===== src/rtl/adc_regs_pkg.sv =====
package adc_regs_pkg;
  localparam int DATA_W   = 32;
  localparam int RES_W    = 12;
  localparam int CHAN_W   = 3;
  localparam int RES_LSB  = 4;
  localparam int CHAN_LSB = 24;
  localparam int OVR_BIT  = 30;
  localparam int DONE_BIT = 31;

  localparam int OFF_CTRL  = 'h0;
  localparam int OFF_GDR   = 'h4;
  localparam int OFF_INTEN = 'hC;

  typedef enum logic [1:0] {
    SEL_NONE  = 2'd0,
    SEL_CTRL  = 2'd1,
    SEL_GDR   = 2'd2,
    SEL_INTEN = 2'd3
  } rd_sel_e;

  typedef struct packed {
    logic              done;
    logic              ovr;
    logic [CHAN_W-1:0] chan;
    logic [RES_W-1:0]  res;
  } gdr_t;

  function automatic logic [DATA_W-1:0] pack_gdr(gdr_t g);
    logic [DATA_W-1:0] w;
    w = '0;
    w[RES_LSB +: RES_W]   = g.res;
    w[CHAN_LSB +: CHAN_W] = g.chan;
    w[OVR_BIT]            = g.ovr;
    w[DONE_BIT]           = g.done;
    return w;
  endfunction
endpackage


===== src/rtl/adc_bus_decode.sv =====
module adc_bus_decode
  import adc_regs_pkg::*;
#(
  parameter int ADDR_W = 4
) (
  input  logic [ADDR_W-1:0] bus_addr,
  input  logic              bus_wr,
  input  logic              bus_rd,
  output logic              ctrl_wr,
  output logic              inten_wr,
  output logic              gdr_rd,
  output rd_sel_e           rd_sel
);
  logic hit_ctrl, hit_gdr, hit_inten;

  always_comb begin
    hit_ctrl  = (bus_addr == ADDR_W'(OFF_CTRL));
    hit_gdr   = (bus_addr == ADDR_W'(OFF_GDR));
    hit_inten = (bus_addr == ADDR_W'(OFF_INTEN));
    ctrl_wr   = bus_wr & hit_ctrl;
    inten_wr  = bus_wr & hit_inten;
    gdr_rd    = bus_rd & hit_gdr;
    if (hit_ctrl)       rd_sel = SEL_CTRL;
    else if (hit_gdr)   rd_sel = SEL_GDR;
    else if (hit_inten) rd_sel = SEL_INTEN;
    else                rd_sel = SEL_NONE;
  end
endmodule


===== src/rtl/adc_capture.sv =====
module adc_capture
  import adc_regs_pkg::*;
(
  input  logic              clk,
  input  logic              rst_n,
  input  logic              conv_done,
  input  logic [RES_W-1:0]  conv_result,
  input  logic [CHAN_W-1:0] conv_chan,
  input  logic              conv_busy,
  input  logic              burst_en,
  input  logic              ctrl_wr,
  input  logic              gdr_rd,
  output gdr_t              gdr_q
);
  gdr_t gdr_d;
  logic lost_sample;
  logic busy_restart;

  always_comb begin
    gdr_d        = gdr_q;
    busy_restart = ctrl_wr & conv_busy;
    lost_sample  = conv_done & burst_en & gdr_q.done & ~gdr_rd;
    if (conv_done) begin
      gdr_d.res  = conv_result;
      gdr_d.chan = conv_chan;
    end
    if (conv_done || busy_restart) gdr_d.done = 1'b1;
    else if (gdr_rd || ctrl_wr)    gdr_d.done = 1'b0;
    if (lost_sample)  gdr_d.ovr = 1'b1;
    else if (gdr_rd)  gdr_d.ovr = 1'b0;
  end

  always_ff @(posedge clk or negedge rst_n) begin
    if (!rst_n) gdr_q <= '0;
    else        gdr_q <= gdr_d;
  end

  a_r3_done_after_conv: assert property (@(posedge clk) disable iff (!rst_n)
    conv_done |=> gdr_q.done);
  a_r4_read_clears: assert property (@(posedge clk) disable iff (!rst_n)
    (gdr_rd && !conv_done && !(ctrl_wr && conv_busy)) |=> (!gdr_q.done && !gdr_q.ovr));
  a_r6_busy_write_sets: assert property (@(posedge clk) disable iff (!rst_n)
    (ctrl_wr && conv_busy) |=> gdr_q.done);
  a_r7_ovr_needs_burst: assert property (@(posedge clk) disable iff (!rst_n)
    $rose(gdr_q.ovr) |-> $past(burst_en));
  a_r8_race_done_wins: assert property (@(posedge clk) disable iff (!rst_n)
    (conv_done && gdr_rd) |=> (gdr_q.done && !gdr_q.ovr));
endmodule


===== src/rtl/adc_irq_mask.sv =====
module adc_irq_mask
  import adc_regs_pkg::*;
#(
  parameter int NUM_CH = 8
) (
  input  logic              clk,
  input  logic              rst_n,
  input  logic              inten_wr,
  input  logic [NUM_CH-1:0] inten_wdata,
  input  logic              done,
  input  logic [CHAN_W-1:0] chan,
  output logic [NUM_CH-1:0] mask_q,
  output logic              irq
);
  logic [NUM_CH-1:0] mask_d;
  logic [NUM_CH-1:0] chan_hot;

  always_comb begin
    for (int i = 0; i < NUM_CH; i++) chan_hot[i] = (chan == CHAN_W'(i));
    mask_d = inten_wr ? inten_wdata : mask_q;
    irq    = done & |(mask_q & chan_hot);
  end

  always_ff @(posedge clk or negedge rst_n) begin
    if (!rst_n) mask_q <= '0;
    else        mask_q <= mask_d;
  end

  a_r9_irq_needs_done: assert property (@(posedge clk) disable iff (!rst_n)
    irq |-> (done && mask_q != '0));
endmodule


===== src/rtl/adc_result_regs.sv =====
module adc_result_regs
  import adc_regs_pkg::*;
#(
  parameter int NUM_CH = 8,
  parameter int ADDR_W = 4
) (
  input  logic              clk,
  input  logic              rst_n,
  input  logic [ADDR_W-1:0] bus_addr,
  input  logic              bus_wr,
  input  logic              bus_rd,
  input  logic [DATA_W-1:0] bus_wdata,
  output logic [DATA_W-1:0] bus_rdata,
  input  logic              conv_done,
  input  logic [RES_W-1:0]  conv_result,
  input  logic [CHAN_W-1:0] conv_chan,
  input  logic              conv_busy,
  output logic              burst_en,
  output logic              conv_start,
  output logic              irq
);
  localparam int MASK_PAD = DATA_W - NUM_CH;

  logic [1:0]        rst_pipe;
  logic              rst_sync_n;
  logic              ctrl_wr, inten_wr, gdr_rd;
  rd_sel_e           rd_sel;
  gdr_t              gdr_q;
  logic [NUM_CH-1:0] mask_q;
  logic              burst_d, burst_q;
  logic              start_d, start_q;
  logic [DATA_W-1:0] rdata_d, rdata_q;
  logic              unused_wdata;

  always_ff @(posedge clk or negedge rst_n) begin
    if (!rst_n) rst_pipe <= 2'b00;
    else        rst_pipe <= {rst_pipe[0], 1'b1};
  end
  assign rst_sync_n = rst_pipe[1];

  adc_bus_decode #(.ADDR_W(ADDR_W)) u_dec (
    .bus_addr (bus_addr),
    .bus_wr   (bus_wr),
    .bus_rd   (bus_rd),
    .ctrl_wr  (ctrl_wr),
    .inten_wr (inten_wr),
    .gdr_rd   (gdr_rd),
    .rd_sel   (rd_sel)
  );

  adc_capture u_cap (
    .clk         (clk),
    .rst_n       (rst_sync_n),
    .conv_done   (conv_done),
    .conv_result (conv_result),
    .conv_chan   (conv_chan),
    .conv_busy   (conv_busy),
    .burst_en    (burst_q),
    .ctrl_wr     (ctrl_wr),
    .gdr_rd      (gdr_rd),
    .gdr_q       (gdr_q)
  );

  adc_irq_mask #(.NUM_CH(NUM_CH)) u_irq (
    .clk         (clk),
    .rst_n       (rst_sync_n),
    .inten_wr    (inten_wr),
    .inten_wdata (bus_wdata[NUM_CH-1:0]),
    .done        (gdr_q.done),
    .chan        (gdr_q.chan),
    .mask_q      (mask_q),
    .irq         (irq)
  );

  always_comb begin
    burst_d = ctrl_wr ? bus_wdata[0] : burst_q;
    start_d = ctrl_wr;
    rdata_d = rdata_q;
    if (bus_rd) begin
      case (rd_sel)
        SEL_CTRL:  rdata_d = {{(DATA_W-1){1'b0}}, burst_q};
        SEL_GDR:   rdata_d = pack_gdr(gdr_q);
        SEL_INTEN: rdata_d = {{MASK_PAD{1'b0}}, mask_q};
        default:   rdata_d = '0;
      endcase
    end
  end

  always_ff @(posedge clk or negedge rst_sync_n) begin
    if (!rst_sync_n) begin
      burst_q <= 1'b0;
      start_q <= 1'b0;
      rdata_q <= '0;
    end else begin
      burst_q <= burst_d;
      start_q <= start_d;
      rdata_q <= rdata_d;
    end
  end

  assign burst_en     = burst_q;
  assign conv_start   = start_q;
  assign bus_rdata    = rdata_q;
  assign unused_wdata = ^bus_wdata;

  a_r10_irq_drops_after_read: assert property (@(posedge clk) disable iff (!rst_sync_n)
    (gdr_rd && !conv_done && !(ctrl_wr && conv_busy)) |=> !irq);
  a_r12_start_follows_write: assert property (@(posedge clk) disable iff (!rst_sync_n)
    ctrl_wr |=> conv_start);
  a_r12_start_single: assert property (@(posedge clk) disable iff (!rst_sync_n)
    (!ctrl_wr) |=> !conv_start);
  a_r11_rdata_holds: assert property (@(posedge clk) disable iff (!rst_sync_n)
    (!bus_rd) |=> $stable(bus_rdata));
endmodule


===== config.mk =====
export PLATFORM = sky130hd
export DESIGN_NAME = adc_result_regs
export DESIGN_NICKNAME = d
export VERILOG_FILES = /design/src/rtl/adc_regs_pkg.sv /design/src/rtl/adc_bus_decode.sv /design/src/rtl/adc_capture.sv /design/src/rtl/adc_irq_mask.sv /design/src/rtl/adc_result_regs.sv
export SDC_FILE = /design/constraint.sdc
export NUM_CORES = 1
export LEC_CHECK = 0
export ABC_AREA = 1
export BUFFER_PORTS_ARGS = -buffer_cell sky130_fd_sc_hd__buf_2
export CORE_UTILIZATION = 40
export DETAILED_ROUTE_END_ITERATION = 8
export PLACE_DENSITY = 0.79
export SYNTH_ARGS = -nofsm -noshare
export SYNTH_HDL_FRONTEND = slang
export SYNTH_SLANG_ARGS = --single-unit

===== constraint.sdc =====
create_clock -name clk -period 2.1 [get_ports clk]
set_clock_uncertainty 0.15 [all_clocks]
set_input_delay 0.315 -clock clk [delete_from_list [all_inputs] [get_ports clk]]
set_output_delay 0.315 -clock clk [all_outputs]
set_load 0.005 [all_outputs]

# After elaboration in Yosys (flattened, before gate mapping)
# Index checks and enable logic that the tools add are counted.
dict set report totals {
  out_inout_bits 35
  elab_cells 46
  in_bits 57
  register_bits 61
}
dict set report classes {
  reduce_logical 7
  n_eq_ne 12
  n_bitwise 10
  muxes 8
}
# op count
set op_table {}
lappend op_table {{one-hot mux 32 bit (3 select lines)} 1}
lappend op_table {{equality test 3 bit (second input constant)} 4}
lappend op_table {{bitwise AND 1 bit} 8}
lappend op_table {{bitwise AND 8 bit} 1}
lappend op_table {{OR reduction 8 bit} 1}
lappend op_table {{equality test 3 x 2 -> 1 bit (second input constant)} 2}
lappend op_table {{two-way mux 2 bit} 3}
lappend op_table {{equality test 2 bit (second input constant)} 2}
lappend op_table {{equality test 4 x 3 -> 1 bit (second input constant)} 1}
lappend op_table {{equality test 4 bit (second input constant)} 1}
lappend op_table {{logical NOT 4 bit} 1}
lappend op_table {{two-way mux 1 bit} 4}
lappend op_table {{nonzero test 2 bit} 2}
lappend op_table {{equality test 3 x 1 -> 1 bit (second input constant)} 1}
lappend op_table {{logical NOT 3 bit} 1}
lappend op_table {{equality test 2 x 1 -> 1 bit (second input constant)} 1}
lappend op_table {{logical OR 1 bit} 2}
lappend op_table {{inverter 1 bit} 1}

# Depth between registers and ports, before layout
dict set report depth {
  ltp_word 6
  mapped_depth 7
  ltp_nobuf 7
}

# By module
# From an unflattened synthesis, not the netlist that was laid out.
dict set report hier_totals {
  hier_cells 270
  hier_area_um2 2285.9
}
# module cells_each instances area_each_um2 seq_area_each_um2
set modules_own_cells {}
lappend modules_own_cells {adc_result_regs 134 1 1178.6 625.6}
lappend modules_own_cells {adc_capture 72 1 664.4 425.4}
lappend modules_own_cells {adc_irq_mask 49 1 384.1 200.2}
lappend modules_own_cells {adc_bus_decode 15 1 58.8 0.0}

# Worst setup path before layout
# No wires, ideal clock.
dict set report synth_timing {
  path_type {register to output}
  from {reg u_cap.gdr_q[14] (netlist name)}
  to {out irq}
  required_time_ns 1.635
  t_arrival_ns 0.801
  setup_slack_ns 0.834
  path_stages_with_launch 6
  n_path_buf 0
  cell_sequence {dfrtp_1 > inv_1 > nor2_1 > nor2_1 > nor2_1 > nor2_1}
}
dict set report synth_via {
  elab_chain_len 4
  elab_cells_between_ends 11
  cone_classes {eq/ne (7); bitwise (2); reduce/logical (2)}
}
# item line_no
set synth_rtl {}
lappend synth_rtl {{equality test 3 x 1 -> 1 bit (tied with other cells)} adc_irq_mask.sv:19} ;# for (int i = 0; i < NUM_CH; i++) chan_hot[i] = (chan == CHAN_W'(i));
lappend synth_rtl {{bitwise AND 8 bit *} adc_irq_mask.sv:21} ;# irq = done & |(mask_q & chan_hot);
lappend synth_rtl {{OR reduction 8 bit *} adc_irq_mask.sv:21}
lappend synth_rtl {{bitwise AND 1 bit *} adc_irq_mask.sv:21}
lappend synth_rtl {{to (decl)} adc_result_regs.sv:20} ;# output logic irq
# Every way passes the cells marked *; elsewhere a longest branch is shown, timed or not.

# Worst setup path after layout
dict set report layout_timing {
  from {reg u_cap.gdr_q[14] (netlist name)}
  to {out irq}
}
dict set report layout_via {
  elab_chain_len 4
  elab_cells_between_ends 11
  cone_classes {eq/ne (7); bitwise (2); reduce/logical (2)}
}
# item line_no
set layout_rtl {}
lappend layout_rtl {{equality test 3 x 1 -> 1 bit (tied with other cells)} adc_irq_mask.sv:19}
lappend layout_rtl {{bitwise AND 8 bit *} adc_irq_mask.sv:21}
lappend layout_rtl {{OR reduction 8 bit *} adc_irq_mask.sv:21}
lappend layout_rtl {{bitwise AND 1 bit *} adc_irq_mask.sv:21}
# Marks and branches as above.

==> impl_summary.txt <==
----------------------------------------------------
[Timing]
  Worst Tran Pin Value ... 0.519 ns
  Post-layout minimum cycle time ... 1.80 ns
  Max Fclk ... 0.555 GHz
  Worst rel slew slack ... 65.4%
  Final setup fails ... 0
  Max-slew violation count ... 0
  Setup TNS ... 0 ns
  Final number of hold-violating endpoints ... 0
  Unrepaired setup endpoints after global routing ... false
  Fin crit share ... 85.7%

[Cells and area]
  Number of standard cells in the final layout excluding fillers ... 372
  Layout cell share with drive strength beyond 1 ... 26.5%
  Number of filler cells placed in the layout ... 500
  Top library cells by usage in the layout, fill and taps aside ... nand2_1, buf_2, dfrtp_1, o21ai_0, inv_1
  Antenna Diode Count ... 0
  Synth-to-layout area growth ... 19.2%
  Final net count ... 358
  Most common cell after layout, fill and taps aside ... nand2_1

[Routing]
  Vias post-DR ... 1677
  DRC violation total after the first TritonRoute iteration ... 73
  Average via count per standard cell ... 4.51
  Post-route DRC ... 0
  Final routed wirelength across all metal layers ... 4390 um
  WL/cell ... 11.8 um
  Count of nets left with antenna violations after detail routing ... 0
  Number of optimization iterations in the first detailed-route pass ... 4

[Floorplanning]
  Vertical die dimension ... 75.5 um
  Die X-Extent ... 75.5 um
  Number of top-level pins ... 92
  Die area ... 5710 um2
  Initial core utilization ... 41.8%
  Total number of placement rows ... 26
  Core Box Area ... 5170 um2

[Logic synthesis]
  Number of distinct library cell variants in the gate-level netlist after synthesis ... 20
  Number of synthesized register bits ... 50
  Proportion of synthesized area in mux cells ... 0%
  Main combinational cell family by area after synthesis ... simple AND/OR/NAND/NOR gates
  Combined area of all synthesized cells ... 2160 um2
  Synth warnings ... 0
  Synth Area in Adders ... 0%
  Sequential-to-total area share from yosys stat ... 57.8%
  Average cell area after synthesis ... 8.90 um2
  Cell count after synthesis ... 243
  Simple logic cell fraction of the synthesized area ... 19.5%
  Area fraction in compound gates after synthesis ... 11.2%
  Share of the synthesized netlist area taken by xor and xnor gates ... 0%

[Min path]
  Worst min-delay path class ... in -> reg

[Placed design]
  Port Buffers ... 56
  DP Cell Count ... 363
  Gp weighted congestion ... 0.775
  Placed wire-length estimate ... 3200 um

[Clock tree]
  Clock transition at path regs ... 0.09 ns
  Root buffer cell ... clkbuf_8
  H-tree depth ... 2
  Inserted Clock Buffers ... 5
  CTS tree ... built
  Number of cells upsized or downsized after cts ... 0
  Number of buffers added to fix hold violations after cts ... 1
  Clk_lat worst skew ... 0.30 ns
  Maximum clock path buffer count ... 2
  TritonCTS sink count ... 50
  Post-CTS setup-driven buffer insertion count ... 0

[Setup path]
  Stage delay of the slowest cell on the critical path ... 0.42 ns
  CP Data Required Time ... 1.63 ns
  Maximum fanout encountered on the critical timing path ... 6
  Worst Path Class, Setup ... reg -> out
  Crit path max-delay cell type ... dfrtp_1
  Startpoint type of the worst setup path ... register
  Cell breakdown of the critical path ... inv_1 -> nand2_1 -> nand3_1 -> nand2_1 -> nor2_1 -> nor2_1 -> buf_2
  Capturing element type of the critical path ... output pin
  Crit path arrival time ... 1.34 ns
  Largest delay share family, worst path ... flip-flops
  Buffers & Inverters on Critical Path ... 2

[Global route]
  Maximum number of pins on one net before global-route repair ... 33
  Combined global-route utilization of all metal layers ... 17.9%
  Wire length of the first global-routing pass ... 7330 um
  Initial antenna violation count ... 0
  Overflow after GRT ... 0
  Vias in the first global route ... 1595

[Power]
  Total power density per cell area ... 739 nW/um2
  Leakage ... 1.46 nW
  Worst IR Drop VDD ... 0.366 mV

[Job]
  Number of max-cap violations ... 0

[Run status]
  Result of the run ... completed

----------------------------------------------------
==> report_power, final <==
group | total, mW | switching [mW] | internal (mW)
logic | 0.243 | 0.144 | 0.0994
clock network | 0.569 | 0.303 | 0.266
registers | 1.09 | 0.0514 | 1.04
total | 1.91 | 0.498 | 1.41
==> state kept, by name, indices dropped and copies added (netlist names) <==
name / count
bus_rdata: 21
rst_pipe: 2
u_irq.mask_q: 8
u_cap.gdr_q: 17
conv_start: 1
burst_en: 1
==> worst paths after layout <==
| kind | startpoint | end | slack, ns | depth (start not counted) |
|---|---|---|---|---|
| setup / recovery | u_cap.gdr_q[14] | irq | 0.30 | 7 |
| hold / removal | conv_chan[2] | u_cap.gdr_q[14] | 0.06 | 3 |
| setup reg to reg | u_cap.gdr_q[14] | bus_rdata[26] | 1.12 | 2 |
| hold reg to reg | rst_pipe[1] | u_cap.gdr_q[11] | 0.10 | 0 |
| max in group asynchronous | rst_pipe[1] | bus_rdata[6] | 1.19 | 1 |
| min in group asynchronous | rst_pipe[1] | u_cap.gdr_q[11] | 0.10 | 0 |
==> cell type report <==
| class | instances | area, um2 | share of cell area (%) |
|---|---|---|---|
| Sequential cell | 50 | 1250 | 48.6 |
| Multi-Input combinational cell | 154 | 709 | 27.5 |
| Timing Repair Buffer | 60 | 325 | 12.6 |
| Inverter | 30 | 113 | 4.37 |
| Tap cell | 70 | 87.6 | 3.40 |
| Clock buffer | 7 | 86.3 | 3.35 |
| Clock inverter | 1 | 5.00 | 0.194 |
==> metrics by stage <==
stage               setup WS (ns)  utilization (%)  instance area, um2  total power, mW  hold slack, ns
floorplan                   0.455                -                2200             1.27          -0.131
global placement            0.625             47.9                2480             1.35         -0.0498
CTS                         0.280             49.9                2580             1.93          0.0582
detailed placement          0.624             47.9                2480             1.36         -0.0468
global route                0.168             49.9                2580             2.02          0.0689
finish                      0.300             49.9                2580             1.91          0.0646
==> synth_stat cells (all sizes together) <==
cell type / number / area [um2]
dfrtp: 50 / 1250
buf: 16 / 116
nor2: 13 / 70.1
nand4: 1 / 6.26
a21oi: 7 / 57.6
nand2: 73 / 287
inv: 30 / 113
nand3: 12 / 60.1
conb: 2 / 7.51
clkbuf: 3 / 11.3
o21ai: 36 / 184
==> cell families (layout without fill, tap and decap cells) <==
group,after synthesis,after routing
other,2,12
buffers and inverters,49,98
DFF,50,50
and+or+nand+nor,99,99
AOI/OAI and AO/OA,43,43
==> tightest hold or removal path: stages <==
cell	delay [ns]
buf_2	0.07
nand2_1	0.04
o21ai_0	0.05
==> routing by layer <==
layer / share of wire (%) / wire length [um] / track usage (%)
met1: 47 / 2050 / 23.1
met2: 46 / 2040 / 28.4
met3: 5.5 / 242 / 5.82
met4: 1.3 / 57 / 6.17
met5: 0 / 0 / 0
Note: power is estimated with default switching activity, not from simulation.
